$ cat src/rtl/exc_prio_pkg.sv
package exc_prio_pkg;

    localparam int unsigned N_SRC   = 7;
    localparam int unsigned CAUSE_W = $clog2(N_SRC + 1);

    localparam int unsigned S_IAC = 0;
    localparam int unsigned S_TLB = 1;
    localparam int unsigned S_XAC = 2;
    localparam int unsigned S_BRT = 3;
    localparam int unsigned S_RET = 4;
    localparam int unsigned S_ILL = 5;
    localparam int unsigned S_CMP = 6;

    typedef enum logic [1:0] {
        CLS_BRANCH = 2'd0,
        CLS_RFI    = 2'd1,
        CLS_PRESV  = 2'd2,
        CLS_RSVD   = 2'd3
    } ins_class_e;

    typedef logic [N_SRC-1:0]   src_vec_t;
    typedef logic [CAUSE_W-1:0] cause_t;

    typedef struct packed {
        logic     vld;
        src_vec_t vec;
        cause_t   cause;
    } sel_t;

    localparam src_vec_t DBG_SRCS = src_vec_t'((1 << S_IAC) | (1 << S_BRT) | (1 << S_RET) | (1 << S_CMP));
    localparam src_vec_t TOP3     = src_vec_t'((1 << S_IAC) | (1 << S_TLB) | (1 << S_XAC));

    // Sources applicable to a class; the index order equals rank order in every class.
    function automatic src_vec_t class_applicable(ins_class_e cls, logic is_tb);
        src_vec_t m;
        m = TOP3;
        case (cls)
            CLS_BRANCH: m = m | src_vec_t'((1 << S_BRT) | (1 << S_CMP));
            CLS_RFI:    m = m | src_vec_t'((1 << S_RET) | (1 << S_CMP));
            CLS_PRESV:  m = m | (is_tb ? src_vec_t'(1 << S_CMP) : src_vec_t'(1 << S_ILL));
            default:    m = m | src_vec_t'(1 << S_ILL);
        endcase
        return m;
    endfunction

    function automatic cause_t onehot_to_cause(src_vec_t v);
        cause_t c;
        c = '0;
        for (int i = 0; i < int'(N_SRC); i++) begin
            if (v[i]) c = c | cause_t'(i + 1);
        end
        return c;
    endfunction

endpackage

$ cat src/rtl/exc_elig_mask.sv
module exc_elig_mask
    import exc_prio_pkg::*;
(
    input  ins_class_e cls,
    input  logic       is_tb,
    input  logic       dbg_en,
    input  src_vec_t   pend,
    output src_vec_t   elig
);
    src_vec_t appl;
    src_vec_t dbg_gate;

    always_comb begin
        appl     = class_applicable(cls, is_tb);
        dbg_gate = dbg_en ? '1 : ~DBG_SRCS;
        elig     = pend & appl & dbg_gate;
    end
endmodule

$ cat src/rtl/exc_prio_pick.sv
module exc_prio_pick #(
    parameter int unsigned N = 7
) (
    input  logic [N-1:0] req,
    output logic [N-1:0] grant
);
    logic [N-1:0] blk;

    assign blk[0] = 1'b0;

    genvar i;
    generate
        for (i = 1; i < N; i++) begin : g_chain
            assign blk[i] = blk[i-1] | req[i-1];
        end
        for (i = 0; i < N; i++) begin : g_grant
            assign grant[i] = req[i] & ~blk[i];
        end
    endgenerate
endmodule

$ cat src/rtl/exc_prio_resolver.sv
module exc_prio_resolver
    import exc_prio_pkg::*;
(
    input  logic               clk,
    input  logic               rst,
    input  logic [1:0]         ins_class,
    input  logic               tb_read,
    input  logic               dbg_en,
    input  logic [N_SRC-1:0]   pend,
    output logic               sel_vld,
    output logic [N_SRC-1:0]   sel_vec,
    output logic [CAUSE_W-1:0] sel_cause
);
    ins_class_e cls;
    src_vec_t   elig;
    src_vec_t   grant;
    sel_t       nxt;
    sel_t       q;

    assign cls = ins_class_e'(ins_class);

    exc_elig_mask u_mask (
        .cls    (cls),
        .is_tb  (tb_read),
        .dbg_en (dbg_en),
        .pend   (pend),
        .elig   (elig)
    );

    exc_prio_pick #(.N(N_SRC)) u_pick (
        .req   (elig),
        .grant (grant)
    );

    always_comb begin
        nxt.vld   = |grant;
        nxt.vec   = grant;
        nxt.cause = onehot_to_cause(grant);
    end

    always_ff @(posedge clk) begin
        if (rst) q <= '0;
        else     q <= nxt;
    end

    assign sel_vld   = q.vld;
    assign sel_vec   = q.vec;
    assign sel_cause = q.cause;

    // one-hot and consistent with cause
    p_onehot_r12: assert property (@(posedge clk) disable iff (rst) $onehot0(sel_vec));
    p_cause_match_r12: assert property (@(posedge clk) disable iff (rst)
        sel_vld |-> (sel_cause != '0) && (sel_vec == src_vec_t'(1 << (sel_cause - 1'b1))));
    // nothing valid means everything clear
    p_idle_r10: assert property (@(posedge clk) disable iff (rst)
        !sel_vld |-> (sel_vec == '0) && (sel_cause == '0));
    // debug disabled, no debug cause next cycle
    p_dbg_mask_r8: assert property (@(posedge clk) disable iff (rst)
        !dbg_en |=> !(sel_vec[S_IAC] | sel_vec[S_BRT] | sel_vec[S_RET] | sel_vec[S_CMP]));
    // class-inapplicable sources never chosen
    p_brt_branch_only_r7: assert property (@(posedge clk) disable iff (rst)
        (ins_class != 2'd0) |=> !sel_vec[S_BRT]);
    p_ret_rfi_only_r7: assert property (@(posedge clk) disable iff (rst)
        (ins_class != 2'd1) |=> !sel_vec[S_RET]);
    // TLB miss wins when address compare is not eligible
    p_tlb_rank_r1: assert property (@(posedge clk) disable iff (rst)
        (pend[S_TLB] && !(dbg_en && pend[S_IAC])) |=> sel_vec[S_TLB]);
    // time-base read never yields illegal instruction
    p_tb_no_ill_r5: assert property (@(posedge clk) disable iff (rst)
        (ins_class == 2'd2 && tb_read) |=> !sel_vec[S_ILL]);
endmodule

$ cat config.mk
export PLATFORM = sky130hd
export DESIGN_NAME = exc_prio_resolver
export DESIGN_NICKNAME = d
export VERILOG_FILES = /design/src/rtl/exc_prio_pkg.sv /design/src/rtl/exc_elig_mask.sv /design/src/rtl/exc_prio_pick.sv /design/src/rtl/exc_prio_resolver.sv
export SDC_FILE = /design/constraint.sdc
export NUM_CORES = 1
export LEC_CHECK = 0
export ABC_AREA = 1
export BUFFER_PORTS_ARGS = -buffer_cell sky130_fd_sc_hd__clkbuf_2
export CAP_MARGIN = 5
export CORE_AREA = 2 2 39 41
export DETAILED_ROUTE_END_ITERATION = 10
export DIE_AREA = 0 0 41 43
export GPL_TIMING_DRIVEN = 0
export SYNTH_ARGS = -nofsm -noshare
export SYNTH_HDL_FRONTEND = slang
export SYNTH_SLANG_ARGS = --single-unit
$ cat constraint.sdc
create_clock -name clk -period 1.3 [get_ports clk]
set_clock_uncertainty 0.15 [all_clocks]
set_input_delay 0.26 -clock clk [delete_from_list [all_inputs] [get_ports clk]]
set_output_delay 0.26 -clock clk [all_outputs]
set_load 0.02 [all_outputs]
# Word level (Yosys, flattened, before mapping)
# Index checks and enable logic that the tools add are counted.
[word_totals] reg_bits=11 input_bits=13 elab_cells=36
[op_classes] eq_ne=2 bitwise=19 n_reduce_logical=2 n_mux=10
[op_table] op="7-bit one-hot mux with 3 select lines" n=1
[op_table] op="7-bit bitwise AND" n=2
[op_table] op="7-bit 2-to-1 mux" n=2
[op_table] op="3-bit 2-to-1 mux" n=4
[op_table] op="7-bit OR reduction" n=1
[op_table] op="1-bit bitwise AND" n=6
[op_table] op="1-bit NOT" n=6
[op_table] op="1-bit OR" n=5
[op_table] op="2-bit 2-to-1 mux" n=2
[op_table] op="2-bit by 1-bit equality test with 1-bit output, second input constant" n=1
[op_table] op="2-bit equality test, second input constant" n=1
[op_table] op="2-bit zero test" n=1
[op_table] op="1-bit 2-to-1 mux" n=1

# Depth between registers and ports, before layout
# Gate-level depths: netlist of run 1.
[logic_depth] word_depth=12 mapped_depth=8 ltp_nobuf=8

# By module
# Synthesis of run 1 repeated with hierarchy kept, for this count alone.
[hier_totals] hier_cells=73 hier_area_um2=514.2
[by_module_without_submodules] module="exc_prio_resolver" area_each_um2=351.6 cells_each=40 instances=1
[by_module_without_submodules] module="exc_prio_pick" area_each_um2=82.6 cells_each=16 instances=1
[by_module_without_submodules] module="exc_elig_mask" area_each_um2=80.1 cells_each=17 instances=1

# Least setup slack after synthesis of run 1
# Ideal clock, no wire load.
[synth_timing] path_type="input to register" from="in ins_class[1]" to="reg q (netlist bit sel_cause[0])" arrival_ns=0.803 required_ns=1.036 path_slack_ns=0.233 stages=8 path_cell_list="inv_1 nand2_2 nor2_2 nor2_4 nand2_1 nand3_1 nand2_1 nand2_1"
[synth_via] elab_chain_len=10 word_cells_on_any_way=16 cone_classes="2 x eq/ne; 4 x mux; 9 x bitwise; 1 x reduce/logical"
[synth_lines] item="start: declaration" line="exc_prio_resolver.sv:6" source="input logic [1:0] ins_class,"
[synth_lines] item="2-bit equality test (tied with other cells)" line="exc_prio_pkg.sv:37" source="case (cls)"
[synth_lines] item="7-bit one-hot mux with 3 select lines *" line="exc_prio_pkg.sv:37"
[synth_lines] item="7-bit bitwise AND * (2 in a row)" line="exc_elig_mask.sv:16" source="elig = pend & appl & dbg_gate;"
[synth_lines] item="1-bit OR" line="exc_prio_pick.sv:14" source="assign blk[i] = blk[i-1] | req[i-1];"
[synth_lines] item="1-bit NOT or 1-bit OR (tied branches)" line="exc_prio_pick.sv:17, exc_prio_pick.sv:14"
[synth_lines] item="1-bit bitwise AND or 1-bit OR (tied branches)" line="exc_prio_pick.sv:17, exc_prio_pick.sv:14"
[synth_lines] item="3-bit 2-to-1 mux or 1-bit NOT (tied branches)" line="exc_prio_pkg.sv:50, exc_prio_pick.sv:17"
[synth_lines] item="3-bit 2-to-1 mux or 1-bit bitwise AND (tied branches)" line="exc_prio_pkg.sv:50, exc_prio_pick.sv:17"
[synth_lines] item="3-bit 2-to-1 mux *" line="exc_prio_pkg.sv:50" source="if (v[i]) c = c | cause_t'(i + 1);"
[synth_lines] item="end signal: assignment" line="exc_prio_resolver.sv:43" source="else q <= nxt;"
[synth_lines] item="end: declaration" line="exc_prio_resolver.sv:18" source="sel_t q;"
# Mark *: on every way between the ends. The rest lies on a longest branch, timed or not.
# A chain may end at the register's enable or synchronous reset.

# Final worst setup path of run 1
[layout_timing] from="reg q (netlist bit sel_cause[2])" to="out sel_cause[2]"
[layout_rtl] item="end: declaration" line="exc_prio_resolver.sv:12" source="output logic [CAUSE_W-1:0] sel_cause"
# No word-level cell between the ends.

==> flow_summary.ini, run 1 <==
[status]
outcome = complete, no violations

[critical_path]
worst-path-stages = 1
endpoint_kind = output port
timing.critical_path.from_type = register
critical-path-max-stage-delay_ps = 330
worstPathCellList = clkbuf_2
critical_path.max_fanout = 1
cp_num_buf_inv = 1
worstSetupPathType = reg2out
cp_slowest_cell = sky130_fd_sc_hd__dfxtp_1
worst-endpoint-required_ps = 890
crit_path_end = sel_cause[2]
crit_family = flip-flops
cp_data_arrival_time_ps = 760
worstSetupStartpoint = sel_cause[2]

[clock_tree]
tritoncts = done
clk_transition_reported_paths_ps = 70
holdBufCountCts = 0
post-cts-setup-buffers = 0
cts_htree_levels = 1
cts_made_buffers = 3
cts_num_sinks = 11
cts-root-to-sink-buffers = 2
post_cts.resized_instances = 0
cts_root_buf = sky130_fd_sc_hd__clkbuf_4

[placed_design]
post-place-cells = 97
place.gp.congestion = 0.771
placed_area_sq_um = 589
numPortBuffers = 23
place_ws_ps = 28.2
hpwlAfterDp_um = 680

[logic_synthesis]
synthMostInstantiatedCell = sky130_fd_sc_hd__nand2_1
syn-mean-instance-area_sq_um = 7.83
ys_async_sr_fraction = 0
yosys.area_share.adder = 0
synth_cell_types = 14
synth_top_family_by_area = simple AND/OR/NAND/NOR gates
synth_nets = 71
netlist_area_sq_um = 454
flip_flop_and_latch_count_after_synthesis = 11
synth_enable_flop_cells = 0
synth.mux.area_fraction = 0
synth_top_cell_by_area = sky130_fd_sc_hd__dfxtp_1
synth.top_cell.area_share = 0.485
netlist_top_cells_count = sky130_fd_sc_hd__nand2_1 (16), sky130_fd_sc_hd__dfxtp_1 (11), sky130_fd_sc_hd__inv_1 (9)
synth-warning-count = 0
syn-instance-count = 58
yosys-top-cells-area = sky130_fd_sc_hd__dfxtp_1 (48%), sky130_fd_sc_hd__nand2_1 (13%), sky130_fd_sc_hd__inv_1 (7.4%), sky130_fd_sc_hd__nor2_1 (5.8%), sky130_fd_sc_hd__nand3_2 (4.4%)
yosys.area_share.xor_xnor = 0
synth_compound_gate_area_share = 0.0275
yosys.area_share.simple = 0.413
primary_flip_flop_cell_chosen_by_synthesis_mapping = sky130_fd_sc_hd__dfxtp_1
synth-seq-area-share = 0.485

[routing]
drtIter0Drc = 0
drt-wirelength-per-cell_um = 7.89
first_pass_iters = 1
final_routed_drc_violation_total = 0
ant_nets = 0
finalWirelength_um = 797
detail_route.vias_per_cell = 4.27
detailroute.via_count = 431

[power_and_ir_drop]
power.density_cell_area_nw_per_um2 = 1110
power.total_mw = 0.681
vdd_ir_drop_max_mv = 0.353
leakagePower_nw = 0.356

[die]
die_y_um = 43
dieArea_sq_um = 1760
die_w_um = 41
ios = 24
rows = 14
initial_utilization = 0.328
core_region_area_sq_um = 1380

[sta]
totalNegativeSetupSlack_ps = 0
final_max_slew_viols = 0
max_freq_mhz = 858
worst_slew_pin_slew_ps = 234
finalCritPeriodShare = 0.896
hold_ws_ps = 75.9
postLayoutSetupSlackWorst_ps = 135
finalCriticalPeriod_ps = 1170
relSlewSlack = 0.844
rsz_0062_raised_after_global_routing = false
setup_violations = 0
finalHoldViolations = 0

[finish]
cell_area_after_layout_sq_um = 616
antenna_cells = 0
stdcell_count = 101
area_growth_syn_to_layout_pct = 35.5
post_route_cells_drive_above_1_share = 0.400
final_net_count = 99
finish.utilization = 0.445

[global_route]
aggregate_global_route_resource_usage = 0.122
grt_pass1_vias = 372
grt_max_degree = 8
grt_pass1_wl_um = 1350
antenna_violations_before_repair = 0
overflow = 0

[min_path]
worstHoldPathType = in2reg

[job]
max_cap_viol_count = 0
-- cell families after synthesis --
group / after synthesis
buffers and inverters: 9
AND/OR/NAND/NOR: 36
flip-flops: 11
AO/OA/AOI/OAI: 2
-- cell usage in the layout, fill, tap and decap left out, types with 2 or more instances in the layout --
cell | synthesis | routed
sky130_fd_sc_hd__clkbuf_2 | 0 | 23
sky130_fd_sc_hd__clkbuf_4 | 0 | 3
sky130_fd_sc_hd__dfxtp_1 | 11 | 11
sky130_fd_sc_hd__inv_1 | 9 | 9
sky130_fd_sc_hd__nand2_1 | 16 | 16
sky130_fd_sc_hd__nand2_2 | 2 | 2
sky130_fd_sc_hd__nand3_1 | 3 | 3
sky130_fd_sc_hd__nand3_2 | 2 | 2
sky130_fd_sc_hd__nor2_1 | 7 | 7
sky130_fd_sc_hd__nor2_2 | 2 | 2
-- worst min path at each step --
| stage | end | slack [ps] | depth (start not counted) | startpoint |
|---|---|---|---|---|
| after floorplan | sel_vec[0] | 180 | 1 | rst |
| after global placement | sel_vec[1] | 360 | 3 | pend[1] |
| after detailed placement | sel_vec[1] | 360 | 3 | pend[1] |
| after CTS | sel_vec[1] | 70 | 3 | pend[1] |
| after global routing | sel_vec[1] | 80 | 3 | pend[1] |
| final | sel_vec[1] | 80 | 3 | pend[1] |
-- layer usage --
metal | wire [um] | global-route usage | vias up
li1 | - | - | 231
met1 | 302 | 0.124 | 182
met2 | 410 | 0.172 | 16
met3 | 64 | 0.0524 | 2
met4 | 19 | 0.120 | 0
met5 | 0 | 0 | -
-- report_power, final --
part | switching (mW) | total [mW] | internal, mW
sequential | 0.00311 | 0.353 | 0.350
combinational | 0.0635 | 0.102 | 0.0390
clock | 0.106 | 0.225 | 0.119
-- final cells by class --
type | instances | area [sq um]
fill | 150 | 768
sequential | 11 | 220
timing repair buffer | 23 | 115
clock buffer | 4 | 26.3
tap | 16 | 20.0
inverter | 9 | 33.8
multi-input combinational | 38 | 200
-- flip-flops by register name, summed over array words and instances (netlist names) --
register and flops:
sel_vld 1, sel_cause 3, sel_vec 7
No activity file was read; power rests on OpenSTA's default activity.
==> run 2: changes to the inputs <==
Settings changed: CELL_PAD_IN_SITES_DETAIL_PLACEMENT set to 1, CELL_PAD_IN_SITES_GLOBAL_PLACEMENT set to 1, CORE_AREA 2 2 39 41 to not set, CORE_ASPECT_RATIO set to 0.9, CORE_MARGIN set to 2, CORE_UTILIZATION set to 28, DIE_AREA 0 0 41 43 to not set, PLACE_DENSITY_LB_ADDON set to 0.1.
==> flow_summary.ini, run 2 (synthesis gave the netlist of run 1 again) <==
[finish]
fillerInstances = 206
largest_reg_flops = 7
layout.cells.most_common_list = sky130_fd_sc_hd__clkbuf_2 (23), sky130_fd_sc_hd__nand2_1 (16), sky130_fd_sc_hd__dfxtp_1 (11)
finish.utilization = 0.421
cell_area_after_layout_sq_um = 623
antenna_cells = 0
final_net_count = 99
layout_commonest_cell = sky130_fd_sc_hd__clkbuf_2
area_growth_syn_to_layout_pct = 37.2
post_route_cells_drive_above_1_share = 0.400

[sta]
finalCritPeriodShare = 0.899
finalHoldViolations = 0
max_freq_mhz = 855
setup_violations = 0
finalCriticalPeriod_ps = 1170
relSlewSlack = 0.843
totalNegativeSetupSlack_ps = 0
rsz_0062_raised_after_global_routing = false
postLayoutSetupSlackWorst_ps = 131
worst_slew_pin_slew_ps = 236
final_max_slew_viols = 0

[job]
max_cap_viol_count = 0

[die]
die_w_um = 46.5
dieArea_sq_um = 1960
ios = 24
core_region_area_sq_um = 1480
die_y_um = 42.2
initial_utilization = 0.307
rows = 13

[global_route]
antenna_violations_before_repair = 0
aggregate_global_route_resource_usage = 0.124
grt_pass1_vias = 431
grt_max_degree = 8
grt_pass1_wl_um = 1710
overflow = 0

[routing]
detailroute.via_count = 428
first_pass_iters = 2
ant_nets = 0
detail_route.vias_per_cell = 4.00
drt-wirelength-per-cell_um = 8.93
final_routed_drc_violation_total = 0
finalWirelength_um = 955
drtIter0Drc = 2

[clock_tree]
post-cts-setup-buffers = 0
cts_num_sinks = 11
cts_htree_levels = 1
clk_transition_reported_paths_ps = 70
tritoncts = done
post_cts.resized_instances = 0
holdBufCountCts = 0
cts_root_buf = sky130_fd_sc_hd__clkbuf_4
cts-root-to-sink-buffers = 2
cts_made_buffers = 3

[critical_path]
timing.critical_path.from_type = register
critical_path.max_fanout = 1
critical-path-max-stage-delay_ps = 330
cp_data_arrival_time_ps = 760
cp_num_buf_inv = 1
worstSetupPathType = reg2out
worst-endpoint-required_ps = 890
endpoint_kind = output port
worstPathCellList = clkbuf_2
cp_slowest_cell = sky130_fd_sc_hd__dfxtp_1
crit_family = flip-flops

[min_path]
worstHoldPathType = in2reg

[placed_design]
placed_area_sq_um = 597
place.gp.congestion = 0.701
hpwlAfterDp_um = 828
numPortBuffers = 23
place_ws_ps = 2.40

[power_and_ir_drop]
vdd_ir_drop_max_mv = 0.314
leakagePower_nw = 0.356
power.density_cell_area_nw_per_um2 = 1110

[status]
outcome = complete, no violations
run 2: cell counts in the layout (fill, tap and decap cells not counted):
No cell type changed its count.
run 2: metal layers:
layer / wire, um / part of all wire / GRT usage / vias to the layer above
met4: 12 / 0.013 / 0.0857 / 0
met1: 446 / 0.47 / 0.155 / 175
met3: 63 / 0.066 / 0.0388 / 2
li1: - / - / - / 232
met5: 0 / 0 / 0 / -
met2: 432 / 0.45 / 0.175 / 19
run 2: cell type report:
class,instances,area (sq um),share of cell area
sequential,11,220,0.353
multi-input combinational,38,200,0.321
timing repair buffer,23,115,0.185
inverter,9,33.8,0.0542
tap,22,27.5,0.0442
clock buffer,4,26.3,0.0422
run 2: stage by stage:
step                      instances  power (mW)  hold slack [ps]
after floorplan                  58       0.423              182
after global placement          103       0.465              368
after detailed placement        103       0.468              374
after CTS                       107       0.702             86.3
after global routing            107       0.739             98.9
final                           107       0.690             96.9
run 2: final timing paths:
kind / endpoint / slack (ps) / start / cells after the start
hold / removal: sel_vec[1] / 100 / pend[1] / 3
setup / recovery: sel_vec[0] / 130 / sel_vec[0] / 1
run 2: where the power goes:
group	internal [mW]	leakage, nW	switching, mW
clock network	0.119	0.0150	0.115
registers	0.350	0.0901	0.00324
logic	0.0390	0.251	0.0649
total	0.508	0.356	0.183
